<file path="src/rtl/tmr_pkg.sv">
package tmr_pkg;
   localparam int unsigned DATA_W = 32;

   localparam logic [7:0] OFS_PRE  = 8'h00;
   localparam logic [7:0] OFS_DIV  = 8'h04;
   localparam logic [7:0] OFS_CTRL = 8'h08;
   localparam logic [7:0] OFS_CNTB = 8'h0C;
   localparam logic [7:0] OFS_CMPB = 8'h10;
   localparam logic [7:0] OFS_LIVE = 8'h14;
   localparam logic [7:0] OFS_INT  = 8'h44;

   // control field, LSB = run enable
   typedef struct packed {
      logic dz;
      logic reload;
      logic invert;
      logic upd;
      logic en;
   } ctrl_t;

   localparam int unsigned CTRL_W = $bits(ctrl_t);
endpackage

</file>
<file path="src/rtl/tmr_tick_gen.sv">
module tmr_tick_gen #(
   parameter int unsigned PRE_W        = 8,
   parameter int unsigned DIV_W        = 4,
   parameter int unsigned MAX_DIV_LOG2 = 4
) (
   input  logic             clk,
   input  logic             rst_n,
   input  logic             run,
   input  logic [PRE_W-1:0] prescale,
   input  logic [DIV_W-1:0] div_sel,
   output logic             tick
);
   generate
      if (PRE_W < 1 || PRE_W > 16) begin : g_bad_pre
         $error("tmr_tick_gen: PRE_W out of range");
      end
      if (MAX_DIV_LOG2 >= (1 << DIV_W)) begin : g_bad_div
         $error("tmr_tick_gen: MAX_DIV_LOG2 not encodable in DIV_W");
      end
   endgenerate

   logic [PRE_W-1:0] pre_q;
   logic             pre_hit;

   assign pre_hit = run && (pre_q == prescale);

   always_ff @(posedge clk or negedge rst_n) begin
      if (!rst_n)
         pre_q <= '0;
      else if (!run || pre_hit)
         pre_q <= '0;
      else
         pre_q <= pre_q + PRE_W'(1);
   end

   generate
      if (MAX_DIV_LOG2 == 0) begin : g_nodiv
         logic unused_div;
         assign unused_div = ^div_sel;
         assign tick = pre_hit;
      end else begin : g_div
         localparam int unsigned DC_W = MAX_DIV_LOG2;
         logic [DC_W-1:0]  dcnt_q;
         logic [DC_W-1:0]  mask;
         logic [DIV_W-1:0] eff;

         always_comb begin
            eff  = (div_sel > DIV_W'(MAX_DIV_LOG2)) ? DIV_W'(MAX_DIV_LOG2) : div_sel;
            mask = DC_W'((1 << eff) - 1);
         end

         always_ff @(posedge clk or negedge rst_n) begin
            if (!rst_n)
               dcnt_q <= '0;
            else if (!run)
               dcnt_q <= '0;
            else if (pre_hit)
               dcnt_q <= dcnt_q + DC_W'(1);
         end

         assign tick = pre_hit && ((dcnt_q & mask) == mask);
      end
   endgenerate
endmodule

</file>
<file path="src/rtl/tmr_count_core.sv">
module tmr_count_core #(
   parameter int unsigned CNT_W = 32
) (
   input  logic             clk,
   input  logic             rst_n,
   input  logic             run,
   input  logic             load,
   input  logic             auto_reload,
   input  logic             tick,
   input  logic [CNT_W-1:0] cnt_buf,
   input  logic [CNT_W-1:0] cmp_buf,
   output logic [CNT_W-1:0] cnt,
   output logic             zero_evt,
   output logic             match_evt
);
   generate
      if (CNT_W < 2 || CNT_W > 32) begin : g_bad_w
         $error("tmr_count_core: CNT_W out of range");
      end
   endgenerate

   logic [CNT_W-1:0] cmp_q;
   logic [CNT_W-1:0] nxt;
   logic             step;

   assign step      = run && tick && !load && (cnt != '0);
   assign nxt       = cnt - CNT_W'(1);
   assign zero_evt  = step && (nxt == '0);
   assign match_evt = step && (nxt == cmp_q);

   always_ff @(posedge clk or negedge rst_n) begin
      if (!rst_n) begin
         cnt   <= '0;
         cmp_q <= '0;
      end else if (load) begin
         cnt   <= cnt_buf;
         cmp_q <= cmp_buf;
      end else if (run && tick) begin
         if (cnt != '0)
            cnt <= nxt;
         else if (auto_reload)
            cnt <= cnt_buf;
      end
   end
endmodule

</file>
<file path="src/rtl/tmr_out_ctl.sv">
module tmr_out_ctl (
   input  logic clk,
   input  logic rst_n,
   input  logic zero_evt,
   input  logic match_evt,
   input  logic invert,
   output logic tout
);
   logic level_q;

   always_ff @(posedge clk or negedge rst_n) begin
      if (!rst_n)
         level_q <= 1'b0;
      else if (zero_evt || match_evt)
         level_q <= ~level_q;
   end

   assign tout = level_q ^ invert;
endmodule

</file>
<file path="src/rtl/dcnt_pwm_timer.sv">
module dcnt_pwm_timer
   import tmr_pkg::*;
#(
   parameter int unsigned ADDR_W       = 8,
   parameter int unsigned CNT_W        = 32,
   parameter int unsigned PRE_W        = 8,
   parameter int unsigned DIV_W        = 4,
   parameter int unsigned MAX_DIV_LOG2 = 4,
   parameter int unsigned NUM_CH       = 5
) (
   input  logic              clk,
   input  logic              rst_n,
   input  logic [ADDR_W-1:0] bus_addr,
   input  logic              bus_we,
   input  logic [31:0]       bus_wdata,
   output logic [31:0]       bus_rdata,
   output logic              tout,
   output logic              irq
);
   localparam int unsigned STAT_BIT = NUM_CH;

   generate
      if (ADDR_W < 7 || ADDR_W > 16) begin : g_bad_addr
         $error("dcnt_pwm_timer: ADDR_W out of range");
      end
      if (NUM_CH < 1 || NUM_CH > 31) begin : g_bad_ch
         $error("dcnt_pwm_timer: NUM_CH out of range");
      end
      if (CNT_W > DATA_W || PRE_W > DATA_W) begin : g_bad_fit
         $error("dcnt_pwm_timer: field wider than data bus");
      end
   endgenerate

   logic [PRE_W-1:0]  pre_q;
   logic [DIV_W-1:0]  div_q;
   ctrl_t             ctrl_q;
   logic [CNT_W-1:0]  cntb_q;
   logic [CNT_W-1:0]  cmpb_q;
   logic [NUM_CH-1:0] int_en_q;
   logic              status_q;
   logic [CNT_W-1:0]  cnt_q;
   logic              tick;
   logic              zero_evt;
   logic              match_evt;

   logic wr_pre, wr_div, wr_ctrl, wr_cntb, wr_cmpb, wr_int;

   assign wr_pre  = bus_we && (bus_addr == ADDR_W'(OFS_PRE));
   assign wr_div  = bus_we && (bus_addr == ADDR_W'(OFS_DIV));
   assign wr_ctrl = bus_we && (bus_addr == ADDR_W'(OFS_CTRL));
   assign wr_cntb = bus_we && (bus_addr == ADDR_W'(OFS_CNTB));
   assign wr_cmpb = bus_we && (bus_addr == ADDR_W'(OFS_CMPB));
   assign wr_int  = bus_we && (bus_addr == ADDR_W'(OFS_INT));

   always_ff @(posedge clk or negedge rst_n) begin
      if (!rst_n) begin
         pre_q    <= '0;
         div_q    <= '0;
         ctrl_q   <= '0;
         cntb_q   <= '0;
         cmpb_q   <= '0;
         int_en_q <= '0;
      end else begin
         if (wr_pre)  pre_q    <= bus_wdata[PRE_W-1:0];
         if (wr_div)  div_q    <= bus_wdata[DIV_W-1:0];
         if (wr_ctrl) ctrl_q   <= bus_wdata[CTRL_W-1:0];
         if (wr_cntb) cntb_q   <= bus_wdata[CNT_W-1:0];
         if (wr_cmpb) cmpb_q   <= bus_wdata[CNT_W-1:0];
         if (wr_int)  int_en_q <= bus_wdata[NUM_CH-1:0];
      end
   end

   // a new zero event outranks a clear in the same cycle
   always_ff @(posedge clk or negedge rst_n) begin
      if (!rst_n)
         status_q <= 1'b0;
      else if (zero_evt)
         status_q <= 1'b1;
      else if (wr_int && bus_wdata[STAT_BIT])
         status_q <= 1'b0;
   end

   logic unused_wdata;
   assign unused_wdata = ^bus_wdata;

   always_comb begin
      bus_rdata = '0;
      case (bus_addr)
         ADDR_W'(OFS_PRE):  bus_rdata = DATA_W'(pre_q);
         ADDR_W'(OFS_DIV):  bus_rdata = DATA_W'(div_q);
         ADDR_W'(OFS_CTRL): bus_rdata = DATA_W'(ctrl_q);
         ADDR_W'(OFS_CNTB): bus_rdata = DATA_W'(cntb_q);
         ADDR_W'(OFS_CMPB): bus_rdata = DATA_W'(cmpb_q);
         ADDR_W'(OFS_LIVE): bus_rdata = DATA_W'(cnt_q);
         ADDR_W'(OFS_INT):  bus_rdata = DATA_W'({status_q, int_en_q});
         default:           bus_rdata = '0;
      endcase
   end

   tmr_tick_gen #(
      .PRE_W(PRE_W), .DIV_W(DIV_W), .MAX_DIV_LOG2(MAX_DIV_LOG2)
   ) u_tick (
      .clk(clk), .rst_n(rst_n), .run(ctrl_q.en),
      .prescale(pre_q), .div_sel(div_q), .tick(tick)
   );

   tmr_count_core #(.CNT_W(CNT_W)) u_core (
      .clk(clk), .rst_n(rst_n), .run(ctrl_q.en), .load(ctrl_q.upd),
      .auto_reload(ctrl_q.reload), .tick(tick),
      .cnt_buf(cntb_q), .cmp_buf(cmpb_q), .cnt(cnt_q),
      .zero_evt(zero_evt), .match_evt(match_evt)
   );

   tmr_out_ctl u_out (
      .clk(clk), .rst_n(rst_n), .zero_evt(zero_evt),
      .match_evt(match_evt), .invert(ctrl_q.invert), .tout(tout)
   );

   assign irq = status_q & int_en_q[0];
endmodule

</file>
<file path="config.mk">
export PLATFORM = sky130hd
export DESIGN_NAME = dcnt_pwm_timer
export DESIGN_NICKNAME = d
export VERILOG_FILES = /design/src/rtl/tmr_pkg.sv /design/src/rtl/tmr_tick_gen.sv /design/src/rtl/tmr_count_core.sv /design/src/rtl/tmr_out_ctl.sv /design/src/rtl/dcnt_pwm_timer.sv
export SDC_FILE = /design/constraint.sdc
export NUM_CORES = 1
export LEC_CHECK = 0
export ABC_AREA = 1
export BUFFER_PORTS_ARGS = -buffer_cell sky130_fd_sc_hd__buf_2
export CORE_ASPECT_RATIO = 1.25
export CORE_UTILIZATION = 45
export CTS_BUF_LIST = sky130_fd_sc_hd__clkbuf_4 sky130_fd_sc_hd__clkbuf_8
export DETAILED_ROUTE_END_ITERATION = 6
export GPL_ROUTABILITY_DRIVEN = 0
export HOLD_SLACK_MARGIN = 0.1
export PLACE_DENSITY = 0.65
export SLEW_MARGIN = 10
export SYNTH_ARGS = -nofsm -noshare
export SYNTH_HDL_FRONTEND = slang
export SYNTH_HIERARCHICAL = 1
export SYNTH_SLANG_ARGS = --single-unit
</file>
<file path="constraint.sdc">
create_clock -name clk -period 6 [get_ports clk]
set_input_delay 0.6 -clock clk [delete_from_list [all_inputs] [get_ports clk]]
set_output_delay 0.6 -clock clk [all_outputs]
set_load 0.02 [all_outputs]
</file>
==> results of run 1 <==
==> synthesized netlist by cell type, drive strengths merged <==
library cell | instances | area [um2]
a31oi | 5 | 31.3
o22ai | 11 | 68.8
nand3b | 4 | 30.0
nand3 | 127 | 641
o21bai | 1 | 7.51
and2 | 1 | 6.26
buf | 38 | 268
inv | 122 | 463
xnor2 | 5 | 43.8
o211ai | 5 | 37.5
xor2 | 11 | 104
nor3 | 7 | 45.0
xnor3 | 1 | 22.5
o21ai | 162 | 815
a21oi | 6 | 30.0
nand2 | 560 | 2170
nor2 | 146 | 698
clkinv | 4 | 17.5
nor4 | 1 | 6.26
clkbuf | 13 | 48.8
dfrtp | 164 | 4100
nand4 | 18 | 113
a22oi | 3 | 27.5
ha | 6 | 75.1
==> how the worst min path moves through the flow <==
stage | end | cells past startpoint | slack [ps]
finish | cntb_q[11] | 1 | 200
detailed placement | u_core/cmp_q[5] | 2 | 490
global placement | status_q | 2 | 480
floorplan | cmpb_q[0] | 0 | 300
global route | cntb_q[11] | 1 | 280
CTS | cntb_q[11] | 1 | 290
==> power by group through the flow <==
| stage | Sequential, mW | Combinational [mW] | Clock [mW] |
|---|---|---|---|
| 2_1_floorplan | 1.38 | 1.08 | 0 |
| 3_3_place_gp | 1.42 | 1.45 | 0 |
| 3_5_place_dp | 1.43 | 1.46 | 0 |
| 4_1_cts | 1.41 | 1.46 | 0.833 |
| 5_1_grt | 1.44 | 1.67 | 0.878 |
| 6_report | 1.41 | 1.49 | 0.824 |
==> state kept, by name, indices dropped and copies added (netlist names) <==
name and cells:
cmpb_q 32, cntb_q 32, u_core/cmp_q 32, u_core/cnt 32, pre_q 8, u_tick/pre_q 8, ctrl_q 5, int_en_q 5
div_q 4, u_tick/g_div.dcnt_q 4, status_q 1, u_out/level_q 1
==> layout make-up <==
class,instances,area share [%]
multi-input cells,1080,46.5
flip-flops and latches,164,38.3
inverters,126,4.48
repair buffers,80,3.89
well taps,279,3.26
clock buffers,20,2.51
clock inverters,12,1.12
==> logic make-up (layout without fill, tap and decap cells) <==
| group | after synthesis | in the layout |
|---|---|---|
| AOI/OAI and AO/OA | 193 | 193 |
| xor gates and xnor gates | 17 | 17 |
| adders and majority gates | 6 | 6 |
| and+or+nand+nor | 864 | 864 |
| DFF | 164 | 164 |
| buffers and inverters | 177 | 238 |
==> through the flow <==
stage                     hold WS [ps]  instance area [um2]  setup slack, ps  util [%]  power, mW
final                              198                10700             2560      49.8       3.72
after detailed placement           493                10300             2660      48.0       2.89
after global routing               277                10700             2320      49.8       3.99
after global placement             482                10300             2760      48.0       2.87
after floorplan                    304                 9870             3600         -       2.45
after CTS                          285                10700             2630      49.8       3.71
==> cell usage in the layout, fill, tap and decap left out, types with 5 or more instances in the layout <==
master and count:
xor2_1 10, inv_2 8, ha_1 6, o22ai_1 11, nand4_1 18, nor2_1 123
nor2_2 10, nand3_1 126, nor2_4 9, o211ai_1 5, o21ai_0 120, nand2_4 5
a21oi_1 6, nor3_1 5, inv_1 112, dfrtp_1 163, o21ai_1 41, clkbuf_8 19
xnor2_1 5, buf_2 75, a31oi_1 5, nand2_1 542, nand2_2 13
==> metal layers <==
layer	global-route usage, %	share of wire (%)
met1	37.2	43
met2	48.1	49
met3	3.69	5.6
met4	10.9	2.7
met5	0	0
==> flow_summary_export.csv, run 1 <==
group,metric,value,unit
yosys,post_synth_fa_ha_maj_area_fraction,0.760,%
die,die_w,134,um
yosys,yosysUniqueCellTypes,41,
clock_network,cts_tree,"built",
yosys,synth_seq_area_share,41.6,%
finish,syn2layout_area_growth,8.58,%
power_and_ir_drop,comb_power_share,39.9,%
sta,final.setup.tns,0,ps
power_and_ir_drop,internal_power,2.05,mW
sta,rsz0062_at_grt,"no",
detailed_routing,drc,0,
yosys,syn_inst,1421,
setup_path,start_kind,"flip-flop",
status,status,"finished, final reports clean",
sta,setup_violations,0,
clock_network,path_clk_slew,90,ps
setup_path,end_kind,"flip-flop",
detailed_routing,wire_per_inst,17.5,um
sta,fmax,291,MHz
finish,drive_gt1_share,11.6,%
setup_path,ff2ff_path_depth,8,
power_and_ir_drop,p_leak,5.73,nW
setup_path,crit_cells,8,
detailed_routing,postRouteAntennaNets,0,
clock_network,cts.path.max_buffers,2,
detailed_routing,drt_iter0_markers,932,
placement,hpwl,22.2,mm
sta,hold_viol,0,
finish,seqCellArea,4110,um2
yosys,muxShareOfSynthArea,0,%
finish,multi_input_area,4980,um2
global_route,grt_pass1_wl,49.1,mm
finish,final_cells,1761,
sta,layout_worst_path_cycle_share,57.3,%
yosys,synth_top_family_by_area,"simple AND/OR/NAND/NOR gates",
finish,n_antenna_cell,0,
global_route,grt_max_degree,106,
global_route,first_global_vias,9086,
power_and_ir_drop,p_seq_share,38.0,%
sta,slew_violations,0,
yosys,netlist_area,9870,um2
detailed_routing,vias,9492,
worst_hold_path,hold_class,"in2async",
yosys,synthSimpleGateAreaFrac,37.6,%
die,fp-row-count,60,
setup_path,r2r_start,"u_core/cnt[0]",
power_and_ir_drop,clkPwrFrac,22.1,%
clock_network,clk_latency,490,ps
clock_network,clock_sinks,164,
die,dieArea,22500,um2
die,io_pins,77,
sta,fin_skew,16.9,ps
setup_path,criticalPathCategory,"reg2reg",
clock_network,cts-root-buf,"clkbuf_8",
setup_path,cp-endpoint,"u_core/cnt[23]",
setup_path,path_buf_inv,2,
yosys,avgSynthCellArea,6.95,um2
die,die_y,168,um
clock_network,cts_buffers,17,
yosys,syn-num-nets,1470,
setup_path,cpMaxStageDelayCell,"clkinv_1",
global_route,grt_overflow_total,0,
setup_path,critical_path.max_fanout,47,
power_and_ir_drop,vdd_drop_max,0.175,mV
clock_network,ctsHoldBuffers,0,
die,core_area,21500,um2
yosys,synth_warnings,6,
sta,tightest_slew,1080,ps
die,start_util,45.8,%
setup_path,crit_family,"buffers and inverters",
setup_path,r2r_end,"u_core/cnt[23]",
detailed_routing,vias_per_cell,5.39,
sta,fin_crit,3440,ps
yosys,synth_compound_area_share,10.3,%
global_route,grt_util_all_layers,28.6,%
setup_path,required,6360,ps
setup_path,cp_cell_sequence,"inv_2, ha_1, nand4_1, nor3_2, nor2_4, clkinv_1, o21ai_0, o22ai_1",
clock_network,post-cts-setup-buffer-count,0,
power_and_ir_drop,switching_power,1.67,mW
setup_path,crit_arrival,3790,ps
clock_network,cts_resized,0,
run,maxCapViolations,0,
power_and_ir_drop,switching_share,44.9,%
placement,placed_cells,1729,
global_route,antenna_found_initial,0,
detailed_routing,firstDrtPassIters,6,
detailed_routing,routed_wl,30.9,mm
finish,fillers,2224,
yosys,synth_xor_area_share,1.72,%
power_and_ir_drop,power-per-cell-area,347,nW/um2
placement,portBuffers,76,
sta,max-slew-margin-rel,28.0,%
yosys,synth-seq-cells,164,
setup_path,worst-r2r-setup-slack,2560,ps
clock_network,cts_max_level,4,
setup_path,max_stage_delay,950,ps
finish,fin_nets,1518,
setup_path,crit_path_start,"u_core/cnt[0]",
No activity file was read; power rests on OpenSTA's default activity.
==> inputs of run 2 (changes only) <==
==> constraint.sdc (replaced) <==
create_clock -name clk -period 3.2 [get_ports clk]
set_input_delay 0.32 -clock clk [delete_from_list [all_inputs] [get_ports clk]]
set_output_delay 0.32 -clock clk [all_outputs]
set_load 0.02 [all_outputs]
==> run 2 against run 1 <==
Compared with the run above:
- the flow now finishes with violations (design-rule violations)
- maximum frequency rose by 20%
- clock skew down 3.0 ps
- design area is 3.2% higher
- register-to-register slack got worse by 2200 ps
- largest cell class unchanged
- largest power group unchanged
==> flow_summary_export.csv, run 2 (synthesized netlist as in run 1, its figures left out) <==
group,metric,value,unit
clock_network,cts_max_level,4,
setup_path,cpMostUsedCell,"nand2_1",
detailed_routing,vias,9852,
finish,drive_gt1_share,12.1,%
clock_network,cts.path.max_buffers,2,
status,status,"finished, violations left",
setup_path,crit_arrival,3220,ps
clock_network,clock_sinks,164,
run,maxCapViolations,0,
finish,postLayoutCellArea,11100,um2
finish,final_common_cell,"nand2_1",
sta,max-slew-margin-rel,23.0,%
worst_hold_path,hp-start,"bus_wdata[5]",
detailed_routing,routed_wl,32.4,mm
die,start_util,45.8,%
die,io_pins,77,
global_route,grt_pass1_wl,50.7,mm
sta,tightest_slew,1150,ps
setup_path,criticalPathCategory,"reg2reg",
worst_hold_path,hold_depth,3,
die,dieArea,22500,um2
setup_path,critical_path.max_fanout,5,
worst_hold_path,whs_endpoint,"cmpb_q[5]",
sta,fin_crit,2860,ps
power_and_ir_drop,vdd_drop_max,0.298,mV
finish,final_cells,1794,
setup_path,cp_cell_sequence,"nor2_2, nand3_1, ha_1, o22ai_1, a21oi_1, o21ai_0, nor2_1, nand2_1, inv_1, nand2_1, nor2_1, nand2_1, inv_1, nand2_1, nor2_1, nand2_1, nor2_1, nand2_1, nor2_1, nor2_1, nand2_1, nand2_1",
die,die_y,168,um
placement,placed_cells,1737,
global_route,grt_max_degree,82,
setup_path,worst-r2r-setup-slack,340,ps
setup_path,r2r_start,"div_q[3]",
detailed_routing,wire_per_inst,18.0,um
sta,fin_skew,13.9,ps
worst_hold_path,hold_class,"in2reg",
sta,rsz0062_at_grt,"no",
die,core_area,21500,um2
setup_path,end_kind,"flip-flop",
finish,n_antenna_cell,0,
global_route,grt_overflow_total,0,
detailed_routing,vias_per_cell,5.49,
global_route,grt_util_all_layers,29.6,%
placement,portBuffers,76,
sta,hold_viol,0,
power_and_ir_drop,power-per-cell-area,647,nW/um2
detailed_routing,drt_iter0_markers,934,
sta,layout_worst_path_cycle_share,89.3,%
clock_network,cts-root-buf,"clkbuf_8",
setup_path,cpMaxStageDelayCell,"dfrtp_1",
sta,setup_violations,0,
finish,syn2layout_area_growth,12.0,%
setup_path,start_kind,"flip-flop",
finish,mostFrequentLayoutCells,"542 x nand2_1, 163 x dfrtp_1, 126 x nand3_1, 122 x nor2_1, 120 x o21ai_0",
sta,holdWs,129,ps
setup_path,max_stage_delay,420,ps
finish,fin_nets,1551,
clock_network,post-cts-setup-buffer-count,0,
clock_network,cts_tree,"built",
clock_network,clk_latency,470,ps
sta,fmax,350,MHz
setup_path,r2r_end,"u_out/level_q",
status,violations,"design-rule violations",
setup_path,ff2ff_path_depth,22,
placement,place_area,10400,um2
die,fp-row-count,60,
detailed_routing,postRouteAntennaNets,0,
power_and_ir_drop,p_leak,5.89,nW
clock_network,cts_buffers,17,
placement,hpwl,23.1,mm
die,die_w,134,um
global_route,antenna_found_initial,0,
sta,slew_violations,0,
global_route,first_global_vias,9383,
detailed_routing,drc,3,
clock_network,path_clk_slew,90,ps
detailed_routing,firstDrtPassIters,7,
setup_path,required,3560,ps
power_and_ir_drop,p_total,7.15,mW
==> run 2: changes by cell type in the layout (fill, tap and decap cells not counted), moves of 2 or more <==
cell and delta:
nor2_2 +2, clkbuf_4 +2, buf_4 +7, clkinv_4 -2, dlygate4sd3_1 +24
==> run 2: worst max-delay path by stage <==
stage	startpoint	endpoint	slack, ps	cells after the start
2_1_floorplan	div_q[3]	u_out/level_q	800	22
3_3_place_gp	u_core/cnt[0]	u_core/cnt[0]	-70	9
3_5_place_dp	u_core/cnt[0]	u_core/cnt[9]	-90	8
4_1_cts	u_core/cnt[0]	u_core/cnt[9]	210	8
5_1_grt	div_q[3]	u_out/level_q	60	22
6_report	div_q[3]	u_out/level_q	340	22
==> run 2: stage by stage <==
step	setup slack [ps]	util [%]	setup TNS [ps]
floorplan	796	-	0
global placement	-72.0	48.3	-127
detailed placement	-91.9	48.3	-379
CTS	208	51.3	0
global route	63.9	51.3	0
finish	343	51.3	0
==> run 2: repair_timing <==
item | in CTS | in global routing
hold endpoints to repair | 124 | 0
cloned | 0 | 1
pin swaps | 0 | 1
resized for setup | 1 | 1
hold buffers | 24 | 0
setup endpoints to repair | 5 | 3
==> run 2: routing by layer <==
| metal | GRT usage, % | vias up | routed length, um |
|---|---|---|---|
| li1 | - | 4702 | - |
| met1 | 37.8 | 4704 | 13500 |
| met2 | 50.4 | 381 | 15900 |
| met3 | 4.42 | 65 | 1880 |
| met4 | 11.5 | 0 | 1040 |
| met5 | 0 | - | 0 |
==> run 2: critical path, delay by kind of cell (launching register included) <==
family,cells,cell delay [ps]
AOI/OAI and AO/OA,3,300
adders and majority gates,1,300
buffers and inverters,2,120
DFF,1,420
and+or+nand+nor,16,1610
==> run 2: layout make-up <==
type / instances / area, um2
fill: 2180 / 10500
sequential: 164 / 4110
clock buffer: 22 / 284
tap: 279 / 349
inverter: 126 / 482
multi-input combinational: 1081 / 4990
clock inverter: 10 / 120
timing repair buffer: 112 / 729
==> run 2: power by group <==
group          total, mW  switching [mW]  internal [mW]
clock               1.59           0.820          0.768
sequential          2.63           0.315           2.32
combinational       2.94            2.04          0.892
==> inputs of run 3 (changes only) <==
--- a/config.mk
+++ b/config.mk
@@ -6,14 +6,15 @@
 export NUM_CORES = 1
 export LEC_CHECK = 0
 export ABC_AREA = 1
+export ABC_CLOCK_PERIOD_IN_PS = 3200
 export BUFFER_PORTS_ARGS = -buffer_cell sky130_fd_sc_hd__buf_2
 export CORE_ASPECT_RATIO = 1.25
-export CORE_UTILIZATION = 45
+export CORE_UTILIZATION = 50
 export CTS_BUF_LIST = sky130_fd_sc_hd__clkbuf_4 sky130_fd_sc_hd__clkbuf_8
 export DETAILED_ROUTE_END_ITERATION = 6
 export GPL_ROUTABILITY_DRIVEN = 0
 export HOLD_SLACK_MARGIN = 0.1
-export PLACE_DENSITY = 0.65
+export PLACE_DENSITY_LB_ADDON = 0.1
 export SLEW_MARGIN = 10
 export SYNTH_ARGS = -nofsm -noshare
 export SYNTH_HDL_FRONTEND = slang
==> run 3 against run 2 <==
Compared with the run above:
- the flow now finishes without violations
- clock skew decreased by 3.9 ps
- via count decreased by 0.36%
- non-clock buffer count increased by 6
- critical path type unchanged
- highest routed layer unchanged
==> flow_summary_export.csv, run 3 (synthesized netlist as in run 1, its figures left out) <==
group,metric,value,unit
sta,final.setup.tns,0,ps
clock_network,cts-root-buf,"clkbuf_8",
power_and_ir_drop,p_leak,5.93,nW
placement,portBuffers,76,
finish,fin_nets,1556,
setup_path,cpMaxStageDelayCell,"nor2_4",
power_and_ir_drop,power-per-cell-area,644,nW/um2
sta,slew_violations,0,
sta,setup_violations,0,
setup_path,crit_path_start,"u_core/cnt[0]",
sta,rsz0062_at_grt,"no",
setup_path,required,3530,ps
clock_network,cts_max_level,4,
global_route,first_global_vias,9402,
finish,post-route-util,57.2,%
detailed_routing,vias_per_cell,5.50,
setup_path,start_kind,"flip-flop",
clock_network,cts_tree,"built",
detailed_routing,drt_iter0_markers,907,
setup_path,max_stage_delay,830,ps
die,start_util,50.9,%
detailed_routing,drc,0,
setup_path,critical_path.max_fanout,47,
finish,mostFrequentLayoutCells,"542 x nand2_1, 163 x dfrtp_1, 126 x nand3_1, 122 x nor2_1, 120 x o21ai_0",
global_route,grt_overflow_total,0,
global_route,antenna_found_initial,1,
die,fp-row-count,57,
die,die_w,128,um
sta,layout_worst_path_cycle_share,95.0,%
finish,drive_gt1_share,12.2,%
worst_hold_path,hp-start,"bus_wdata[6]",
die,io_pins,77,
setup_path,r2r_start,"u_core/cnt[0]",
setup_path,cp_cell_sequence,"inv_2, ha_1, nand4_1, nor3_2, nor2_4, clkinv_2, o21ai_0, o22ai_1",
detailed_routing,routed_wl,31.8,mm
die,core_area,19400,um2
global_route,grt_pass1_wl,50.3,mm
setup_path,criticalPathCategory,"reg2reg",
global_route,grt_max_degree,65,
status,status,"finished, final reports clean",
sta,fmax,329,MHz
global_route,busiest_layer,"met2",
setup_path,end_kind,"flip-flop",
setup_path,path_buf_inv,2,
clock_network,cts.path.max_buffers,2,
global_route,met3_usage,4.20,%
sta,fin_crit,3040,ps
sta,hold_viol,0,
sta,max-slew-margin-rel,25.6,%
power_and_ir_drop,vdd_drop_max,0.338,mV
global_route,met2_usage,54.5,%
sta,fin_skew,9.96,ps
setup_path,crit_family,"simple AND/OR/NAND/NOR gates",
finish,final_common_cell,"nand2_1",
sta,tightest_slew,1110,ps
sta,holdWs,124,ps
global_route,use_met1,41.7,%
detailed_routing,firstDrtPassIters,6,
worst_hold_path,hold_class,"in2reg",
global_route,grt_util_all_layers,32.6,%
detailed_routing,vias,9817,
detailed_routing,wire_per_inst,17.8,um
clock_network,cts_buffers,17,
die,dieArea,20300,um2
clock_network,clk_latency,460,ps
detailed_routing,postRouteAntennaNets,0,
clock_network,clock_sinks,164,
setup_path,crit_arrival,3370,ps
run,maxCapViolations,0,
placement,hpwl,23.1,mm
clock_network,path_clk_slew,90,ps
finish,syn2layout_area_growth,12.5,%
die,die_y,159,um
finish,fillers,1940,
==> run 3: changes by cell type in the layout (fill, tap and decap cells not counted), moves of 2 or more <==
cell,delta
buf_4,+4
inv_8,+2
clkinv_4,+5
clkinvlp_4,-2
clkbuf_4,-3
inv_6,-2
==> run 3: report_power, final <==
part | switching [mW] | internal [mW]
Sequential | 0.305 | 2.32
Combinational | 2.02 | 0.916
Clock | 0.845 | 0.750
Total | 3.17 | 3.98
==> run 3: metrics by stage <==
| step | cells | total power [mW] | area, um2 | worst slack, ps |
|---|---|---|---|---|
| final | 1785 | 7.15 | 11100 | 161 |
| after global routing | 1784 | 7.58 | 11100 | 9.84 |
| after detailed placement | 1728 | 5.49 | 10400 | -159 |
| after CTS | 1784 | 7.11 | 11100 | 228 |
| after global placement | 1728 | 5.46 | 10400 | -34.7 |
| after floorplan | 1421 | 4.60 | 9870 | 796 |
==> run 3: cell type report <==
cell class | count | area (um2) | area share [%]
diodes | 1 | 2.50 | 0.0225
clock buffers | 19 | 262 | 2.35
clock inverters | 12 | 149 | 1.34
inverters | 126 | 482 | 4.34
multi-input cells | 1080 | 4980 | 44.9
flip-flops and latches | 164 | 4110 | 37.0
well taps | 265 | 332 | 2.99
repair buffers | 118 | 790 | 7.11
==> run 3: path summary, 6_finish.rpt <==
kind | end | slack (ps) | cells past startpoint
max in group asynchronous | u_core/cmp_q[3] | 2060 | 3
min reg2reg | u_core/cmp_q[5] | 510 | 2
min in group asynchronous | u_core/cnt[12] | 400 | 2
min | cmpb_q[6] | 120 | 3
max reg2reg | u_core/cnt[29] | 160 | 8
max | u_core/cnt[29] | 160 | 8
==> run 3: timing repair <==
item,4_1_cts,5_1_grt
hold buffers,25,0
gates resized for setup,1,1
endpoints found under the hold margin,105,0
endpoints found under the setup margin,11,1
setup buffers,0,0
==> run 3: worst register-to-register path, stage by stage, from the launching register on <==
cell,delay [ps]
dfrtp_1,460
inv_2,110
ha_1,220
nand4_1,130
nor3_2,70
nor2_4,830
clkinv_2,610
o21ai_0,380
o22ai_1,110
==> run 3: per-layer routing <==
layer | up-vias | part of all wire, %
li1 | 4713 | -
met1 | 4611 | 42
met2 | 409 | 49
met3 | 84 | 5.4
met4 | 0 | 4.0
met5 | - | 0
